### config.mk
export PLATFORM = sky130hd
export DESIGN_NAME = hdrkey_bpred
export DESIGN_NICKNAME = d
export VERILOG_FILES = /design/src/rtl/hkbp_pkg.sv /design/src/rtl/hkbp_gshare.sv /design/src/rtl/hkbp_key_table.sv /design/src/rtl/hkbp_replay.sv /design/src/rtl/hdrkey_bpred.sv
export SDC_FILE = /design/constraint.sdc
export NUM_CORES = 2
export LEC_CHECK = 0
export BUFFER_PORTS_ARGS = -buffer_cell sky130_fd_sc_hd__buf_2
export CAP_MARGIN = 30
export CELL_PAD_IN_SITES_DETAIL_PLACEMENT = 1
export CELL_PAD_IN_SITES_GLOBAL_PLACEMENT = 1
export CORE_UTILIZATION = 45
export CTS_BUF_LIST = sky130_fd_sc_hd__clkbuf_4 sky130_fd_sc_hd__clkbuf_8
export DETAILED_ROUTE_END_ITERATION = 10
export GPL_TIMING_DRIVEN = 0
export PLACE_DENSITY = 0.67
export SLEW_MARGIN = 10
export SYNTH_ARGS = -nofsm -noshare
export SYNTH_HDL_FRONTEND = slang
export SYNTH_SLANG_ARGS = --single-unit
### constraint.sdc
create_clock -name clk -period 15.55 [get_ports clk]
set_clock_uncertainty 0.1 [all_clocks]
set_input_delay 2.3325 -clock clk [delete_from_list [all_inputs] [get_ports clk]]
set_output_delay 2.3325 -clock clk [all_outputs]
set_load 0.02 [all_outputs]
### src/rtl/hkbp_pkg.sv
package hkbp_pkg;

  typedef enum logic {
    SRC_GSHARE = 1'b0,
    SRC_TABLE  = 1'b1
  } pred_src_e;

  localparam logic [1:0] CTR_INIT = 2'b01;

  // Saturating two-bit counter step towards the outcome.
  function automatic logic [1:0] ctr_step(input logic [1:0] c, input logic up);
    if (up) begin
      return (c == 2'b11) ? c : c + 2'd1;
    end
    return (c == 2'b00) ? c : c - 2'd1;
  endfunction

endpackage

### src/rtl/hkbp_gshare.sv
module hkbp_gshare
  import hkbp_pkg::*;
#(
  parameter  int ENTRIES = 128,
  parameter  int PC_W    = 32,
  parameter  int PC_LSB  = 2,
  localparam int IDX_W   = $clog2(ENTRIES),
  localparam int DEPTH   = 1 << IDX_W
) (
  input  logic            clk,
  input  logic            rst_n,
  input  logic [PC_W-1:0] rd_pc,
  output logic            rd_taken,
  input  logic            upd_en,
  input  logic [PC_W-1:0] upd_pc,
  input  logic            upd_taken
);

  logic [1:0]       ctr_q [DEPTH];
  logic [1:0]       ctr_n [DEPTH];
  logic [IDX_W-1:0] ghr_q, ghr_n;
  logic [IDX_W-1:0] rd_idx, upd_idx;
  logic             pc_unused;

  assign pc_unused = ^{rd_pc, upd_pc};
  assign rd_idx    = rd_pc[PC_LSB +: IDX_W] ^ ghr_q;
  assign upd_idx   = upd_pc[PC_LSB +: IDX_W] ^ ghr_q;
  assign rd_taken  = ctr_q[rd_idx][1];

  always_comb begin
    ctr_n = ctr_q;
    ghr_n = ghr_q;
    if (upd_en) begin
      ctr_n[upd_idx] = ctr_step(ctr_q[upd_idx], upd_taken);
      ghr_n          = {ghr_q[IDX_W-2:0], upd_taken};
    end
  end

  always_ff @(posedge clk or negedge rst_n) begin
    if (!rst_n) begin
      for (int i = 0; i < DEPTH; i++) ctr_q[i] <= CTR_INIT;
      ghr_q <= '0;
    end else if (upd_en) begin
      ctr_q <= ctr_n;
      ghr_q <= ghr_n;
    end
  end

  // history takes in each resolved outcome and is otherwise held
  a_r3_ghr_takes_outcome: assert property (@(posedge clk) disable iff (!rst_n)
    upd_en |=> ghr_q[0] == $past(upd_taken));
  a_r3_ghr_holds: assert property (@(posedge clk) disable iff (!rst_n)
    !upd_en |=> $stable(ghr_q));

endmodule

### src/rtl/hkbp_key_table.sv
module hkbp_key_table #(
  parameter  int ENTRIES   = 16,
  parameter  int KEY_W     = 32,
  parameter  int HIST_BITS = 128,
  localparam int IDX_W     = $clog2(ENTRIES),
  localparam int LEN_W     = $clog2(HIST_BITS + 1),
  localparam int POS_W     = $clog2(HIST_BITS)
) (
  input  logic                 clk,
  input  logic                 rst_n,
  input  logic                 look_en,
  input  logic [KEY_W-1:0]     look_key,
  output logic                 look_hit,
  output logic [IDX_W-1:0]     look_idx,
  output logic [HIST_BITS-1:0] look_str,
  output logic [LEN_W-1:0]     look_len,
  input  logic                 wr_en,
  input  logic [IDX_W-1:0]     wr_idx,
  input  logic [POS_W-1:0]     wr_pos,
  input  logic                 wr_bit
);

  logic [ENTRIES-1:0]   vld_q, vld_n;
  logic [KEY_W-1:0]     key_q [ENTRIES];
  logic [KEY_W-1:0]     key_n [ENTRIES];
  logic [HIST_BITS-1:0] str_q [ENTRIES];
  logic [HIST_BITS-1:0] str_n [ENTRIES];
  logic [LEN_W-1:0]     len_q [ENTRIES];
  logic [LEN_W-1:0]     len_n [ENTRIES];
  logic [IDX_W-1:0]     rr_q, rr_n;
  logic [ENTRIES-1:0]   match;
  logic [IDX_W-1:0]     hit_idx;
  logic                 alloc;

  for (genvar g = 0; g < ENTRIES; g++) begin : g_cmp
    assign match[g] = vld_q[g] && (key_q[g] == look_key);
  end

  always_comb begin
    look_hit = 1'b0;
    hit_idx  = '0;
    for (int e = 0; e < ENTRIES; e++) begin
      if (match[e]) begin
        look_hit = 1'b1;
        hit_idx  = IDX_W'(e);
      end
    end
  end

  assign look_idx = look_hit ? hit_idx : rr_q;
  assign look_str = str_q[look_idx];
  assign look_len = len_q[look_idx];
  assign alloc    = look_en && !look_hit;

  always_comb begin
    vld_n = vld_q;
    key_n = key_q;
    str_n = str_q;
    len_n = len_q;
    rr_n  = rr_q;
    if (alloc) begin
      vld_n[rr_q] = 1'b1;
      key_n[rr_q] = look_key;
      len_n[rr_q] = '0;
      rr_n        = (rr_q == IDX_W'(ENTRIES - 1)) ? '0 : rr_q + IDX_W'(1);
    end
    if (wr_en) begin
      str_n[wr_idx][wr_pos] = wr_bit;
      if (len_q[wr_idx] <= LEN_W'(wr_pos)) len_n[wr_idx] = LEN_W'(wr_pos) + LEN_W'(1);
    end
  end

  always_ff @(posedge clk or negedge rst_n) begin
    if (!rst_n) begin
      vld_q <= '0;
      rr_q  <= '0;
      for (int i = 0; i < ENTRIES; i++) len_q[i] <= '0;
    end else if (alloc || wr_en) begin
      vld_q <= vld_n;
      rr_q  <= rr_n;
      len_q <= len_n;
    end
  end

  // Storage arrays carry no reset: a key is qualified by its valid bit,
  // a string bit by the recorded length.
  always_ff @(posedge clk) begin
    if (alloc) key_q <= key_n;
    if (wr_en) str_q <= str_n;
  end

  a_r1_single_match: assert property (@(posedge clk) disable iff (!rst_n)
    $onehot0(match));
  a_r2_alloc_installs_key: assert property (@(posedge clk) disable iff (!rst_n)
    alloc |=> vld_q[$past(rr_q)] && (key_q[$past(rr_q)] == $past(look_key)));
  a_r6_len_bounded: assert property (@(posedge clk) disable iff (!rst_n)
    look_len <= LEN_W'(HIST_BITS));

endmodule

### src/rtl/hkbp_replay.sv
module hkbp_replay #(
  parameter  int HIST_BITS = 128,
  parameter  int IDX_W     = 4,
  localparam int LEN_W     = $clog2(HIST_BITS + 1),
  localparam int POS_W     = $clog2(HIST_BITS)
) (
  input  logic                 clk,
  input  logic                 rst_n,
  input  logic                 pkt_start,
  input  logic                 look_hit,
  input  logic [IDX_W-1:0]     look_idx,
  input  logic [HIST_BITS-1:0] look_str,
  input  logic [LEN_W-1:0]     look_len,
  input  logic                 br_req,
  input  logic                 res_valid,
  output logic                 tbl_valid,
  output logic                 tbl_bit,
  output logic [IDX_W-1:0]     cur_idx,
  output logic                 rec_en,
  output logic [POS_W-1:0]     rec_pos
);

  logic                 active_q, active_n;
  logic [IDX_W-1:0]     cur_q, cur_n;
  logic [HIST_BITS-1:0] sr_q, sr_n;
  logic [LEN_W-1:0]     play_len_q, play_len_n;
  logic [LEN_W-1:0]     req_cnt_q, req_cnt_n;
  logic [LEN_W-1:0]     res_cnt_q, res_cnt_n;
  logic                 req_room, res_room;

  assign req_room  = req_cnt_q < LEN_W'(HIST_BITS);
  assign res_room  = res_cnt_q < LEN_W'(HIST_BITS);
  assign tbl_valid = active_q && (req_cnt_q < play_len_q);
  assign tbl_bit   = sr_q[0];
  assign cur_idx   = cur_q;
  assign rec_en    = res_valid && active_q && res_room;
  assign rec_pos   = res_cnt_q[POS_W-1:0];

  always_comb begin
    active_n   = active_q;
    cur_n      = cur_q;
    sr_n       = sr_q;
    play_len_n = play_len_q;
    req_cnt_n  = req_cnt_q;
    res_cnt_n  = res_cnt_q;
    if (pkt_start) begin
      active_n   = 1'b1;
      cur_n      = look_idx;
      sr_n       = look_hit ? look_str : '0;
      play_len_n = look_hit ? look_len : '0;
      req_cnt_n  = '0;
      res_cnt_n  = '0;
    end else begin
      if (br_req) begin
        sr_n = sr_q >> 1;
        if (req_room) req_cnt_n = req_cnt_q + LEN_W'(1);
      end
      if (res_valid && res_room) res_cnt_n = res_cnt_q + LEN_W'(1);
    end
  end

  always_ff @(posedge clk or negedge rst_n) begin
    if (!rst_n) begin
      active_q   <= 1'b0;
      cur_q      <= '0;
      play_len_q <= '0;
      req_cnt_q  <= '0;
      res_cnt_q  <= '0;
    end else if (pkt_start || br_req || res_valid) begin
      active_q   <= active_n;
      cur_q      <= cur_n;
      play_len_q <= play_len_n;
      req_cnt_q  <= req_cnt_n;
      res_cnt_q  <= res_cnt_n;
    end
  end

  always_ff @(posedge clk) begin
    if (pkt_start || br_req) sr_q <= sr_n;
  end

  // the replay length is fixed for the whole packet
  a_r4_len_frozen: assert property (@(posedge clk) disable iff (!rst_n)
    !pkt_start |=> $stable(play_len_q));
  // recording never runs ahead of the branches requested
  a_r6_res_behind_req: assert property (@(posedge clk) disable iff (!rst_n)
    active_q |-> res_cnt_q <= req_cnt_q);

endmodule

### src/rtl/hdrkey_bpred.sv
module hdrkey_bpred
  import hkbp_pkg::*;
#(
  parameter  int ENTRIES    = 16,
  parameter  int KEY_W      = 32,
  parameter  int HIST_BITS  = 128,
  parameter  int PC_W       = 32,
  parameter  int GS_ENTRIES = 128,
  parameter  int PC_LSB     = 2,
  localparam int IDX_W      = $clog2(ENTRIES),
  localparam int LEN_W      = $clog2(HIST_BITS + 1),
  localparam int POS_W      = $clog2(HIST_BITS)
) (
  input  logic             clk,
  input  logic             rst_n,
  input  logic             pkt_start,
  input  logic [KEY_W-1:0] pkt_key,
  input  logic             br_req,
  input  logic [PC_W-1:0]  br_pc,
  input  logic             res_valid,
  input  logic [PC_W-1:0]  res_pc,
  input  logic             res_taken,
  output logic             pred_valid,
  output logic             pred_taken,
  output logic             pred_from_table
);

  logic [1:0]           rst_sync_q;
  logic                 rst_n_int;
  logic                 look_hit;
  logic [IDX_W-1:0]     look_idx;
  logic [HIST_BITS-1:0] look_str;
  logic [LEN_W-1:0]     look_len;
  logic                 tbl_valid, tbl_bit;
  logic [IDX_W-1:0]     cur_idx;
  logic                 rec_en;
  logic [POS_W-1:0]     rec_pos;
  logic                 gs_taken;
  logic                 pv_q, pv_n;
  logic                 pt_q, pt_n;
  pred_src_e            ps_q, ps_n;

  always_ff @(posedge clk or negedge rst_n) begin
    if (!rst_n) rst_sync_q <= '0;
    else        rst_sync_q <= {rst_sync_q[0], 1'b1};
  end
  assign rst_n_int = rst_sync_q[1];

  hkbp_key_table #(.ENTRIES(ENTRIES), .KEY_W(KEY_W), .HIST_BITS(HIST_BITS)) u_table (
    .clk      (clk),
    .rst_n    (rst_n_int),
    .look_en  (pkt_start),
    .look_key (pkt_key),
    .look_hit (look_hit),
    .look_idx (look_idx),
    .look_str (look_str),
    .look_len (look_len),
    .wr_en    (rec_en),
    .wr_idx   (cur_idx),
    .wr_pos   (rec_pos),
    .wr_bit   (res_taken)
  );

  hkbp_replay #(.HIST_BITS(HIST_BITS), .IDX_W(IDX_W)) u_replay (
    .clk       (clk),
    .rst_n     (rst_n_int),
    .pkt_start (pkt_start),
    .look_hit  (look_hit),
    .look_idx  (look_idx),
    .look_str  (look_str),
    .look_len  (look_len),
    .br_req    (br_req),
    .res_valid (res_valid),
    .tbl_valid (tbl_valid),
    .tbl_bit   (tbl_bit),
    .cur_idx   (cur_idx),
    .rec_en    (rec_en),
    .rec_pos   (rec_pos)
  );

  hkbp_gshare #(.ENTRIES(GS_ENTRIES), .PC_W(PC_W), .PC_LSB(PC_LSB)) u_gshare (
    .clk       (clk),
    .rst_n     (rst_n_int),
    .rd_pc     (br_pc),
    .rd_taken  (gs_taken),
    .upd_en    (res_valid),
    .upd_pc    (res_pc),
    .upd_taken (res_taken)
  );

  always_comb begin
    pv_n = br_req;
    pt_n = 1'b0;
    ps_n = SRC_GSHARE;
    if (br_req) begin
      pt_n = tbl_valid ? tbl_bit : gs_taken;
      ps_n = tbl_valid ? SRC_TABLE : SRC_GSHARE;
    end
  end

  always_ff @(posedge clk or negedge rst_n_int) begin
    if (!rst_n_int) begin
      pv_q <= 1'b0;
      pt_q <= 1'b0;
      ps_q <= SRC_GSHARE;
    end else begin
      pv_q <= pv_n;
      pt_q <= pt_n;
      ps_q <= ps_n;
    end
  end

  assign pred_valid      = pv_q;
  assign pred_taken      = pt_q;
  assign pred_from_table = (ps_q == SRC_TABLE);

  a_r8_pred_follows_req: assert property (@(posedge clk) disable iff (!rst_n_int)
    br_req |=> pred_valid);
  a_r8_no_spurious_pred: assert property (@(posedge clk) disable iff (!rst_n_int)
    !br_req |=> !pred_valid);
  a_r8_start_alone: assert property (@(posedge clk) disable iff (!rst_n_int)
    pkt_start |-> !br_req && !res_valid);

endmodule

==> impl_metrics.csv <==
group,metric,value,unit
synthesis,synth_top_family_by_area,"simple AND/OR/NAND/NOR gates",
placed_design,place_congestion,0.980,
clock_tree,cts_tree,"yes",
synthesis,async_flop_share,0.142,
floorplanning,fp-row-count,205,
sta,fin_tns_setup,0,ps
sta,slew_viol_final,0,
worst_setup_path,endpoint_kind,"register",
clock_tree,htree_levels,6,
clock_tree,cts_made_buffers,559,
detailed_routing,drt_pre_antenna_iters,6,
min_path,worstHoldPathType,"reg -> async",
placed_design,io_buffers,52,
synthesis,synth_compound_area_frac,0.0609,
floorplanning,dieArea,0.316,sq mm
global_route,grt_max_degree,239,
floorplanning,core_region_area,0.312,sq mm
clock_tree,cts_setup_buffers,0,
finish,final_common_cell,"edfxtp_1",
worst_setup_path,arrival,9740,ps
flow_run,drv_cap,0,
clock_tree,ctsHoldBuffers,0,
sta,layout_worst_path_cycle_share,0.573,
detailed_routing,wirelength,599,mm
worst_setup_path,start_kind,"primary input",
global_route,grt_pass1_vias,109738,
placed_design,dp_hpwl,409,mm
synthesis,synth_xor_area_frac,0.0339,
finish,area_growth,14.1,%
placed_design,post-place-ws,5640,ps
synthesis,synth_mux_area_frac,0.0668,
worst_setup_path,path_class,"in -> reg",
synthesis,synthAdderAreaFrac,0.00193,
worst_setup_path,worstPathMaxFanout,17,
sta,setup_ws,6640,ps
global_route,antenna_found_initial,56,
sta,rsz0062_at_grt,"false",
detailed_routing,dr_total_vias,108629,
finish,utilization,0.517,
clock_tree,path_clk_slew,60,ps
synthesis,synth-simple-area-share,0.154,
finish,fillers,32359,
run_status,outcome,"finished clean",
detailed_routing,postRouteAntennaNets,0,
floorplanning,start_util,0.453,
synthesis,yosysSeqAreaShare,0.651,
power,p_per_area,153,mW/mm^2
sta,period_minus_slack,8910,ps
power,leakagePower,54.3,nW
floorplanning,die_x,562,um
detailed_routing,post_drt_wl_per_cell,34.7,um
sta,setup_viol,0,
synthesis,netlist_area,0.141,sq mm
power,vdd_drop_max,130,uV
clock_tree,clk_path_buf_depth,4,
sta,max_freq,112,MHz
detailed_routing,vias_per_cell,6.29,
global_route,grt.overflow.total,0,
detailed_routing,drt_iter0_drc,14506,
global_route,grt_usage,0.373,
floorplanning,die_h,562,um
finish,final_cell_mix,"2688 x edfxtp_1, 2320 x nor2_1, 1590 x nand2_1, 586 x clkbuf_8, 562 x clkbuf_1",
synthesis,ys_warn_count,0,
synthesis,syn-num-nets,11949,
synthesis,synth_cell_types,90,
worst_setup_path,critPathRequiredTime,16380,ps
clock_tree,worstSkewPairLatency,1240,ps
sta,max_slew_margin,0.184,
clock_tree,cts_sinks,3133,
clock_tree,post_cts_resized,0,
sta,worst_pin_slew,1220,ps
floorplanning,io_pins,105,
synthesis,synth_ff_type,"edfxtp_1",
sta,hold_violations,0,
synthesis,synth_edf_count,2688,
finish,drive_gt1_frac,0.160,
finish,nets,12790,
detailed_routing,drc_errors,0,
synthesis,synth-seq-cells,3133,
global_route,grt_pass1_wl,829,mm
clock_tree,cts_root_buf,"clkbuf_8",
synthesis,synth.avg_cell_area,11.9,sq um
synthesis,syn-instance-count,11827,
## cell usage after synthesis, drive strengths merged (27+ instances only)
cell	instances	area, sq um
edfxtp	2688	80700
nor2	2340	8850
nand2	1592	5990
clkbuf	597	2240
nand3	529	2650
mux2i	424	4240
xor2	367	3220
buf	359	2080
dfrtp	317	7930
mux2	299	3370
xnor2	178	1570
nor4	169	1060
a31oi	163	1020
a211oi	152	1140
nand4	141	882
dfstp	128	3360
o21ai	121	609
o211ai	119	893
nor3	101	527
a21oi	90	450
and2	90	563
a22o	88	771
o22ai	85	532
mux4	81	1820
o2111ai	81	709
a22oi	54	405
and3	48	300
a32oi	47	412
inv	41	154
a221oi	40	357
a221o	28	280
a2bb2oi	27	236
## cells by family after synthesis
logic type | after synthesis
compound gates | 1187
xor+xnor | 545
fa+ha+maj | 22
buf+inv | 1000
flops | 3133
mux | 804
other cells | 1
simple gates | 5135
## per-stage QoR
stage | hold WS (ps) | cell area, sq um | std cells | power, mW
4_1_cts | 149 | 161000 | 17200 | 24.4
2_1_floorplan | 231 | 141000 | 11827 | 13.4
3_5_place_dp | 171 | 150000 | 16220 | 16.8
6_report | 154 | 161000 | 17273 | 24.7
5_1_grt | 180 | 161000 | 17238 | 25.2
3_3_place_gp | 238 | 147000 | 16019 | 16.6
## registers in the layout, indices dropped and copies added (netlist names), 8 cells and up
| register | flops |
|---|---|
| u_table.str_q | 2048 |
| u_table.key_q | 512 |
| u_replay.sr_q | 128 |
| u_gshare.ctr_q | 256 |
| u_table.vld_q | 16 |
| u_table.len_q | 128 |
| u_replay.play_len_q | 8 |
| u_replay.res_cnt_q | 8 |
| u_replay.req_cnt_q | 8 |
## worst max-delay path, cell delays in order
cell      delay [ps]
buf_2            620
buf_2            510
buf_4            420
xor2_1           140
nor4_1           310
nand4_1          140
nor4_1           760
nand4b_1         360
or4_1            190
buf_2            190
nand3_2          490
nand2_2          310
buf_4            500
buf_2            910
buf_2            640
nor3_1           110
a31oi_1          210
nor2_1            70
o211ai_1         380
## layout make-up
cell class,count,area (sq um),share of cell area
inverter,44,165,0.00102
buffer,956,4370,0.0271
clock inverter,200,1200,0.00743
sequential,3133,92000,0.571
antenna,46,115,0.000714
timing repair buffer,280,3630,0.0225
tap,4140,5180,0.0321
clock buffer,780,9520,0.0590
multi-input combinational,7694,45100,0.279
## power breakdown
part	leakage (nW)	internal, mW	switching (mW)
sequential	30.0	9.64	0.327
combinational	18.6	1.85	5.19
clock	5.64	4.03	3.66
## worst paths after layout
| check | start | to | slack [ps] | cells after the start |
|---|---|---|---|---|
| max in group asynchronous | rst_sync_q[1] | u_gshare.ctr_q[116] | 13040 | 5 |
| min | rst_sync_q[1] | u_table.vld_q[4] | 150 | 0 |
| max | pkt_key[31] | u_replay.sr_q[0] | 6640 | 19 |
| min reg2reg | rst_sync_q[1] | u_table.vld_q[4] | 150 | 0 |
| max reg2reg | u_replay.cur_idx[0] | u_table.len_q[2] | 7690 | 19 |
| min in group clk | rst_sync_q[0] | rst_sync_q[1] | 270 | 0 |
## per-layer routing
| layer | share of wire | vias to the layer above | GRT usage |
|---|---|---|---|
| li1 | - | 44439 | - |
| met1 | 0.37 | 55742 | 0.460 |
| met2 | 0.45 | 6560 | 0.582 |
| met3 | 0.10 | 1860 | 0.0957 |
| met4 | 0.073 | 28 | 0.248 |
| met5 | 0.00033 | - | 0 |
(Power assumes the default switching activity.)
